--- config.mk ---
export PLATFORM = sky130hd
export DESIGN_NAME = flash_rd_status_mux
export DESIGN_NICKNAME = d
export VERILOG_FILES = /design/src/rtl/flash_rd_pkg.sv /design/src/rtl/flash_rd_edges.sv /design/src/rtl/flash_rd_toggle.sv /design/src/rtl/flash_rd_ident.sv /design/src/rtl/flash_rd_status_mux.sv
export SDC_FILE = /design/constraint.sdc
export NUM_CORES = 1
export LEC_CHECK = 0
export ABC_AREA = 1
export BUFFER_PORTS_ARGS = -buffer_cell sky130_fd_sc_hd__buf_2
export CORE_ASPECT_RATIO = 1.25
export CORE_UTILIZATION = 40
export DETAILED_ROUTE_END_ITERATION = 12
export PLACE_DENSITY = 0.82
export RECOVER_POWER = 25
export SYNTH_ARGS = -nofsm -noshare
export SYNTH_HDL_FRONTEND = slang
export SYNTH_SLANG_ARGS = --single-unit
--- constraint.sdc ---
create_clock -name clk -period 2.22 [get_ports clk]
set_clock_uncertainty 0.2 [all_clocks]
set_input_delay 0 -clock clk [delete_from_list [all_inputs] [get_ports clk]]
set_output_delay 0 -clock clk [all_outputs]
set_load 0.05 [all_outputs]
--- src/rtl/flash_rd_pkg.sv ---
package flash_rd_pkg;

    localparam logic [7:0] MFR_CODE  = 8'h1F;
    localparam logic [7:0] DEV_CODE  = 8'hDA;
    localparam logic [7:0] LOCK_OPEN = 8'hFE;
    localparam logic [7:0] LOCK_SET  = 8'hFF;
    localparam logic [7:0] ID_NONE   = 8'h00;

    typedef enum logic [1:0] {
        SRC_ARRAY = 2'd0,
        SRC_POLL  = 2'd1,
        SRC_IDENT = 2'd2
    } rd_src_e;

    typedef struct packed {
        logic       inv7;
        logic       tgl;
        logic [5:0] low;
    } poll_word_t;

    function automatic logic [7:0] lock_byte(input logic locked);
        return locked ? LOCK_SET : LOCK_OPEN;
    endfunction

endpackage

--- src/rtl/flash_rd_edges.sv ---
module flash_rd_edges (
    input  logic clk,
    input  logic rst,
    input  logic rd_stb,
    input  logic busy,
    output logic rd_rise,
    output logic busy_start
);
    logic stb_q;
    logic busy_q;

    always_ff @(posedge clk) begin
        if (rst) begin
            stb_q  <= 1'b0;
            busy_q <= 1'b0;
        end else begin
            stb_q  <= rd_stb;
            busy_q <= busy;
        end
    end

    assign rd_rise    = rd_stb & ~stb_q;
    assign busy_start = busy & ~busy_q;


    held_strobe_chk: assert property (@(posedge clk) disable iff (rst)
        rd_stb |=> !rd_rise);
endmodule

--- src/rtl/flash_rd_toggle.sv ---
module flash_rd_toggle (
    input  logic clk,
    input  logic rst,
    input  logic rd_rise,
    input  logic busy,
    input  logic busy_start,
    output logic tgl_now
);
    logic tgl;

    assign tgl_now = busy_start ? 1'b0 : tgl;

    always_ff @(posedge clk) begin
        if (rst)
            tgl <= 1'b0;
        else if (busy && rd_rise)
            tgl <= ~tgl_now;
        else
            tgl <= tgl_now;
    end


    first_poll_tgl_chk: assert property (@(posedge clk) disable iff (rst)
        (busy_start && rd_rise) |=> tgl);

    tgl_flip_chk: assert property (@(posedge clk) disable iff (rst)
        (busy && rd_rise && !busy_start) |=> (tgl != $past(tgl)));

    tgl_hold_chk: assert property (@(posedge clk) disable iff (rst)
        (!rd_rise && !busy_start) |=> $stable(tgl));
endmodule

--- src/rtl/flash_rd_ident.sv ---
module flash_rd_ident
    import flash_rd_pkg::*;
#(
    parameter int ADDR_W = 18
) (
    input  logic [ADDR_W-1:0] addr,
    input  logic              lock_lo,
    input  logic              lock_hi,
    output logic [7:0]        id_byte
);
    localparam logic [ADDR_W-1:0] A_MFR     = ADDR_W'(0);
    localparam logic [ADDR_W-1:0] A_DEV     = ADDR_W'(1);
    localparam logic [ADDR_W-1:0] A_LOCK_LO = ADDR_W'(2);
    localparam logic [ADDR_W-1:0] A_LOCK_HI = ~ADDR_W'(13);

    always_comb begin
        if (addr == A_MFR)
            id_byte = MFR_CODE;
        else if (addr == A_DEV)
            id_byte = DEV_CODE;
        else if (addr == A_LOCK_LO)
            id_byte = lock_byte(lock_lo);
        else if (addr == A_LOCK_HI)
            id_byte = lock_byte(lock_hi);
        else
            id_byte = ID_NONE;
    end
endmodule

--- src/rtl/flash_rd_status_mux.sv ---
module flash_rd_status_mux
    import flash_rd_pkg::*;
#(
    parameter int ADDR_W = 18
) (
    input  logic              clk,
    input  logic              rst,
    input  logic              rd_stb,
    input  logic [ADDR_W-1:0] addr,
    input  logic [7:0]        arr_data,
    input  logic              busy,
    input  logic [7:0]        last_byte,
    input  logic              id_mode,
    input  logic              lock_lo,
    input  logic              lock_hi,
    output logic [7:0]        rd_data
);
    logic       rd_rise;
    logic       busy_start;
    logic       tgl_now;
    logic [7:0] id_byte;
    rd_src_e    src;
    poll_word_t poll;
    logic [7:0] next_val;

    flash_rd_edges u_edges (
        .clk        (clk),
        .rst        (rst),
        .rd_stb     (rd_stb),
        .busy       (busy),
        .rd_rise    (rd_rise),
        .busy_start (busy_start)
    );

    flash_rd_toggle u_toggle (
        .clk        (clk),
        .rst        (rst),
        .rd_rise    (rd_rise),
        .busy       (busy),
        .busy_start (busy_start),
        .tgl_now    (tgl_now)
    );

    flash_rd_ident #(.ADDR_W(ADDR_W)) u_ident (
        .addr    (addr),
        .lock_lo (lock_lo),
        .lock_hi (lock_hi),
        .id_byte (id_byte)
    );

    always_comb begin
        if (busy)
            src = SRC_POLL;
        else if (id_mode)
            src = SRC_IDENT;
        else
            src = SRC_ARRAY;
    end

    always_comb begin
        poll.inv7 = ~last_byte[7];
        poll.tgl  = tgl_now;
        poll.low  = arr_data[5:0];
    end

    always_comb begin
        unique case (src)
            SRC_POLL:  next_val = poll;
            SRC_IDENT: next_val = id_byte;
            default:   next_val = arr_data;
        endcase
    end

    always_ff @(posedge clk) begin
        if (rst)
            rd_data <= 8'h00;
        else if (rd_rise)
            rd_data <= next_val;
    end


    poll_bit7_chk: assert property (@(posedge clk) disable iff (rst)
        (busy && rd_rise) |=> (rd_data[7] == ~$past(last_byte[7])));

    rd_hold_chk: assert property (@(posedge clk) disable iff (rst)
        !rd_rise |=> $stable(rd_data));

    true_data_chk: assert property (@(posedge clk) disable iff (rst)
        (!busy && !id_mode && rd_rise) |=> (rd_data == $past(arr_data)));

    mfr_code_chk: assert property (@(posedge clk) disable iff (rst)
        (id_mode && !busy && rd_rise && addr == '0) |=> (rd_data == MFR_CODE));
endmodule

; ---- Yosys cells after proc, flatten, opt, wreduce, memory -nomap -nowiden
; Cells that the tools add are included.
[word_totals]
register_bits = 11
input_bits = 41
word_cells = 28
output_inout_bits = 8
[op_classes]
reduce_logical = 2
eq_ne = 5
bitwise = 6
mux = 11
[op_table]
columns = op, count
row1 = $mux 8, 4
row2 = $eq 18x1->1 const B, 1
row3 = $eq 18x18->1 const B, 1
row4 = $eq 18x2->1 const B, 1
row5 = $logic_not 18->1, 1
row6 = $pmux 8 s2, 1
row7 = $mux 1, 4
row8 = $mux 2, 2
row9 = $not 1->1, 4
row10 = $and 1x1->1, 2
row11 = $eq 2x1->1 const B, 1
row12 = $eq 2x2->1 const B, 1
row13 = $logic_and 1x1->1, 1

; ---- Logic depth before layout (Yosys ltp)
[depth]
ltp_word = 6
mapped_depth = 10
depth_no_buf = 10

; ---- Hierarchy
; A second synthesis with hierarchy kept.
[unflattened]
hier_cells = 159
hier_area_um2 = 930.9
[by_module_without_submodules]
columns = mod, seq_area_each_um2, cells_per_inst, area_each_um2, n_inst
row1 = flash_rd_status_mux, 160.2, 75, 467.9, 1
row2 = flash_rd_ident, 0.0, 66, 344.1, 1
row3 = flash_rd_edges, 40.0, 8, 62.6, 1
row4 = flash_rd_toggle, 20.0, 10, 56.3, 1

; ---- Least setup slack after synthesis
; OpenSTA, ideal clock, no wires.
[synth_timing]
path_kind = reg2reg
startpoint = reg u_edges.stb_q
endpoint = reg rd_data[7]
setup_ps = 122
synth_period_minus_slack_ps = 1307
path_slack_ps = 913
required_ps = 1898
path_stages_with_launch = 6
n_path_buf = 1
arrival_ps = 985
path_cell_list = dfxtp_1 -> nor2_2 -> clkbuf_1 -> o21ai_0 -> a31oi_1 -> a21oi_2
[synth_between]
elab_chain_len = 2
[synth_lines]
columns = item, line
row1 = "start, declared", flash_rd_edges.sv:9  ; logic stb_q;
row2 = "start signal, assigned", flash_rd_edges.sv:17  ; stb_q <= rd_stb;
row3 = $not 1->1, flash_rd_edges.sv:22  ; assign rd_rise = rd_stb & ~stb_q;
row4 = $and 1x1->1, flash_rd_edges.sv:22
row5 = "end signal, assigned", flash_rd_status_mux.sv:78  ; rd_data <= next_val;
row6 = "end, declared", flash_rd_status_mux.sv:16  ; output logic [7:0] rd_data
; Every way passes these cells.
; A chain may end at the register's enable or synchronous reset.

; ---- Final worst setup path
[layout_timing]
startpoint = in rd_stb
endpoint = reg rd_data[4]
[layout_between]
elab_chain_len = 1
[layout_lines]
columns = item, line
row1 = "start, declared", flash_rd_status_mux.sv:8  ; input logic rd_stb,
row2 = $and 1x1->1, flash_rd_edges.sv:22
; Every way passes these cells.

==> metrics.md <==
| Metric | Value |
|---|---|
| Synthesized area | 756 um2 |
| Via Count | 870 |
| FF+latch count, synth | 11 |
| Row count | 17 |
| Post-Syn Nets | 142 |
| Final Non-Filler Cells | 179 |
| Max FO, Critical Path | 12 |
| Leakage | 0.000608 uW |
| CP arrival | 2040 ps |
| Final hold vios | 0 |
| Worst relative slew slack | 0.610 |
| CTS buffer count | 3 |
| Vias in the first global route | 831 |
| ANT cells | 0 |
| Mapped Avg Cell Area | 7.48 um2 |
| Largest stage delay, worst path | 550 ps |
| CP Capture Type | register |
| Fmax | 0.484 GHz |
| First-pass GRT wire length | 2930 um |
| Ports | 49 |
| Initial antenna violation count | 0 |
| Floorplan core area | 1770 um2 |
| Initial DRC count | 14 |
| Hold buffers post-CTS | 15 |
| Largest net degree at the start of global routing | 13 |
| Vias per cell | 4.86 |
| Reg2reg end | rd_data[4] |
| H-tree depth | 1 |
| Worst setup SP type | primary input |
| Gp weighted congestion | 0.751 |
| Slew Viols, Final | 0 |
| Die H | 50.6 um |
| RSZ-0062 raised after global routing | no |
| IO buf count | 41 |
| Worst reg2reg path depth | 5 |
| Drt total wl | 1830 um |
| Worst R2R Start | u_edges.stb_q |
| Crit-path cells | dlygate4sd3_1, buf_2, inv_1, nor2_2, inv_1, a21oi_1, a21oi_2, dlygate4sd3_1 |
| CP max-delay cell | dlygate4sd3_1 |
| Status | completed |
| Class of the worst hold path | primary input to register |
| Overall routing resource usage | 0.201 |
| Power per cell area | 455 nW/um2 |
| CTS-repair resized insts | 0 |
| Crit share post-route | 0.931 |
| CTS Sinks | 11 |
| Placed insts | 160 |
| DRC viols | 0 |
| Layout net count | 202 |
| Peak supply drop | 329 uV |
| # Post-CTS Setup Buffers | 0 |
| Reg2Reg Setup Slack | 210 ps |
| Hold path cells | 6 |
| Initial Util | 0.428 |
| Worst Min Path Start | addr[1] |
| DIE WIDTH | 40.9 um |
| Netlist cell types | 23 |
| Warnings, synthesis | 0 |
| DRT Pass-1 Iters | 4 |
| Worst skew pair latency | 280 ps |
| Clk pin slew, worst setup/hold paths | 70 ps |
| Antenna-violating nets left | 0 |
| Setup_tns | 0 ps |
| Root Buffer | clkbuf_4 |
| Kind of critical path | primary input to register |
| Final setup viols | 0 |
| Minimum clock period | 2070 ps |
| Die area | 2070 um2 |
| Critical path required time | 2190 ps |
| Clock Path Buffers | 2 |
| Max-cap violations | 0 |
| Register area share after synthesis | 0.291 |
| Fillers | 158 |
| Syn-to-layout area delta | 52.6% |
| Share of cells above drive strength 1 | 0.413 |
| Worst-margin pin slew | 587 ps |
| Total grt overflow | 0 |
| TritonCTS clock tree | built |
| Post-DP HPWL | 1370 um |
| Gate Count Post-Synth | 101 |
| Worst Hold End | rd_data[6] |
| Avg WL per Cell | 10.2 um |
final cells by class:
class	count	area, um2	share of cell area
Sequential cell	11	220	0.191
Inverter	12	45.0	0.0390
Tap cell	19	23.8	0.0206
Multi-Input combinational cell	77	487	0.422
Timing Repair Buffer	56	352	0.305
Clock buffer	4	26.3	0.0228
worst max-delay path, delay by kind of cell:
kind,cells,cell delay [ps]
simple gates,1,320
buf+inv,5,1420
compound gates,2,300
per-stage QoR:
stage | util | cell area (um2) | total power (uW) | setup WS [ps] | hold slack, ps
after floorplan | - | 756 | 313 | 913 | -138
after global placement | 0.556 | 981 | 362 | 720 | 5.79
after detailed placement | 0.556 | 981 | 365 | 705 | 10.8
after CTS | 0.656 | 1160 | 526 | 178 | 28.1
after global routing | 0.653 | 1150 | 552 | 41.9 | 46.1
final | 0.653 | 1150 | 525 | 153 | 20.5
power by group:
part	switching, uW	internal [uW]	total (uW)	leakage, uW
clock	71.4	69.9	141	0.0000150
sequential	5.57	211	216	0.0000910
combinational	98.7	68.0	167	0.000502
cell families (layout without fill, tap and decap cells):
group | Yosys count | in the layout | synth area share
AOI/OAI and AO/OA | 29 | 29 | 0.230
and+or+nand+nor | 48 | 48 | 0.414
DFF | 11 | 11 | 0.291
buffers and inverters | 13 | 72 | 0.0646
synth_stat cells:
cell | instances | area share
nand3_4 | 2 | 0.046
nand2_4 | 4 | 0.060
nor2_1 | 15 | 0.074
nand2_1 | 12 | 0.060
clkbuf_1 | 1 | 0.0050
a31oi_1 | 2 | 0.017
nor2_4 | 1 | 0.015
nor2_8 | 2 | 0.053
o21a_1 | 1 | 0.0099
a21oi_2 | 6 | 0.070
or2_4 | 1 | 0.012
nand2_2 | 4 | 0.033
a21oi_1 | 7 | 0.046
o21ai_1 | 3 | 0.020
inv_2 | 2 | 0.0099
nor2_2 | 2 | 0.017
inv_1 | 10 | 0.050
dfxtp_1 | 11 | 0.29
nand3_2 | 1 | 0.013
o21ai_0 | 9 | 0.060
o22ai_1 | 1 | 0.0083
nand3_1 | 1 | 0.0066
nand4_1 | 3 | 0.025
placed cells by master (no fill, tap or decap), types with 3 or more instances in the layout:
master         Yosys  layout
inv_1             10      10
o21ai_0            9       9
nand4_1            3       3
nand2_1           12      12
dfxtp_1           11      11
nor2_1            15      15
buf_2              0      38
dlygate4sd3_1      0      15
a21oi_2            6       6
a21oi_1            7       7
o21ai_1            3       3
clkbuf_4           0       3
clkbuf_1           1       4
nand2_4            4       4
nand2_2            4       4
per-layer routing:
layer,wire length (um),global-route usage
met1,711,0.205
met2,1010,0.349
met3,85,0.0664
met4,23,0.0778
met5,0,0
sequential cells by signal (all words and copies together) (netlist names):
register and count:
rd_data 8, u_edges.busy_q 1, u_edges.stb_q 1, u_toggle.tgl 1
worst max path at each step:
stage / from / to / cells after the start
6_report: rd_stb / rd_data[4] / 8
3_3_place_gp: u_edges.stb_q / rd_data[6] / 5
5_1_grt: rd_stb / rd_data[4] / 8
2_1_floorplan: u_edges.stb_q / rd_data[7] / 5
4_1_cts: rd_stb / rd_data[4] / 8
3_5_place_dp: u_edges.stb_q / rd_data[6] / 5
Note: power is estimated with default switching activity, not from simulation.
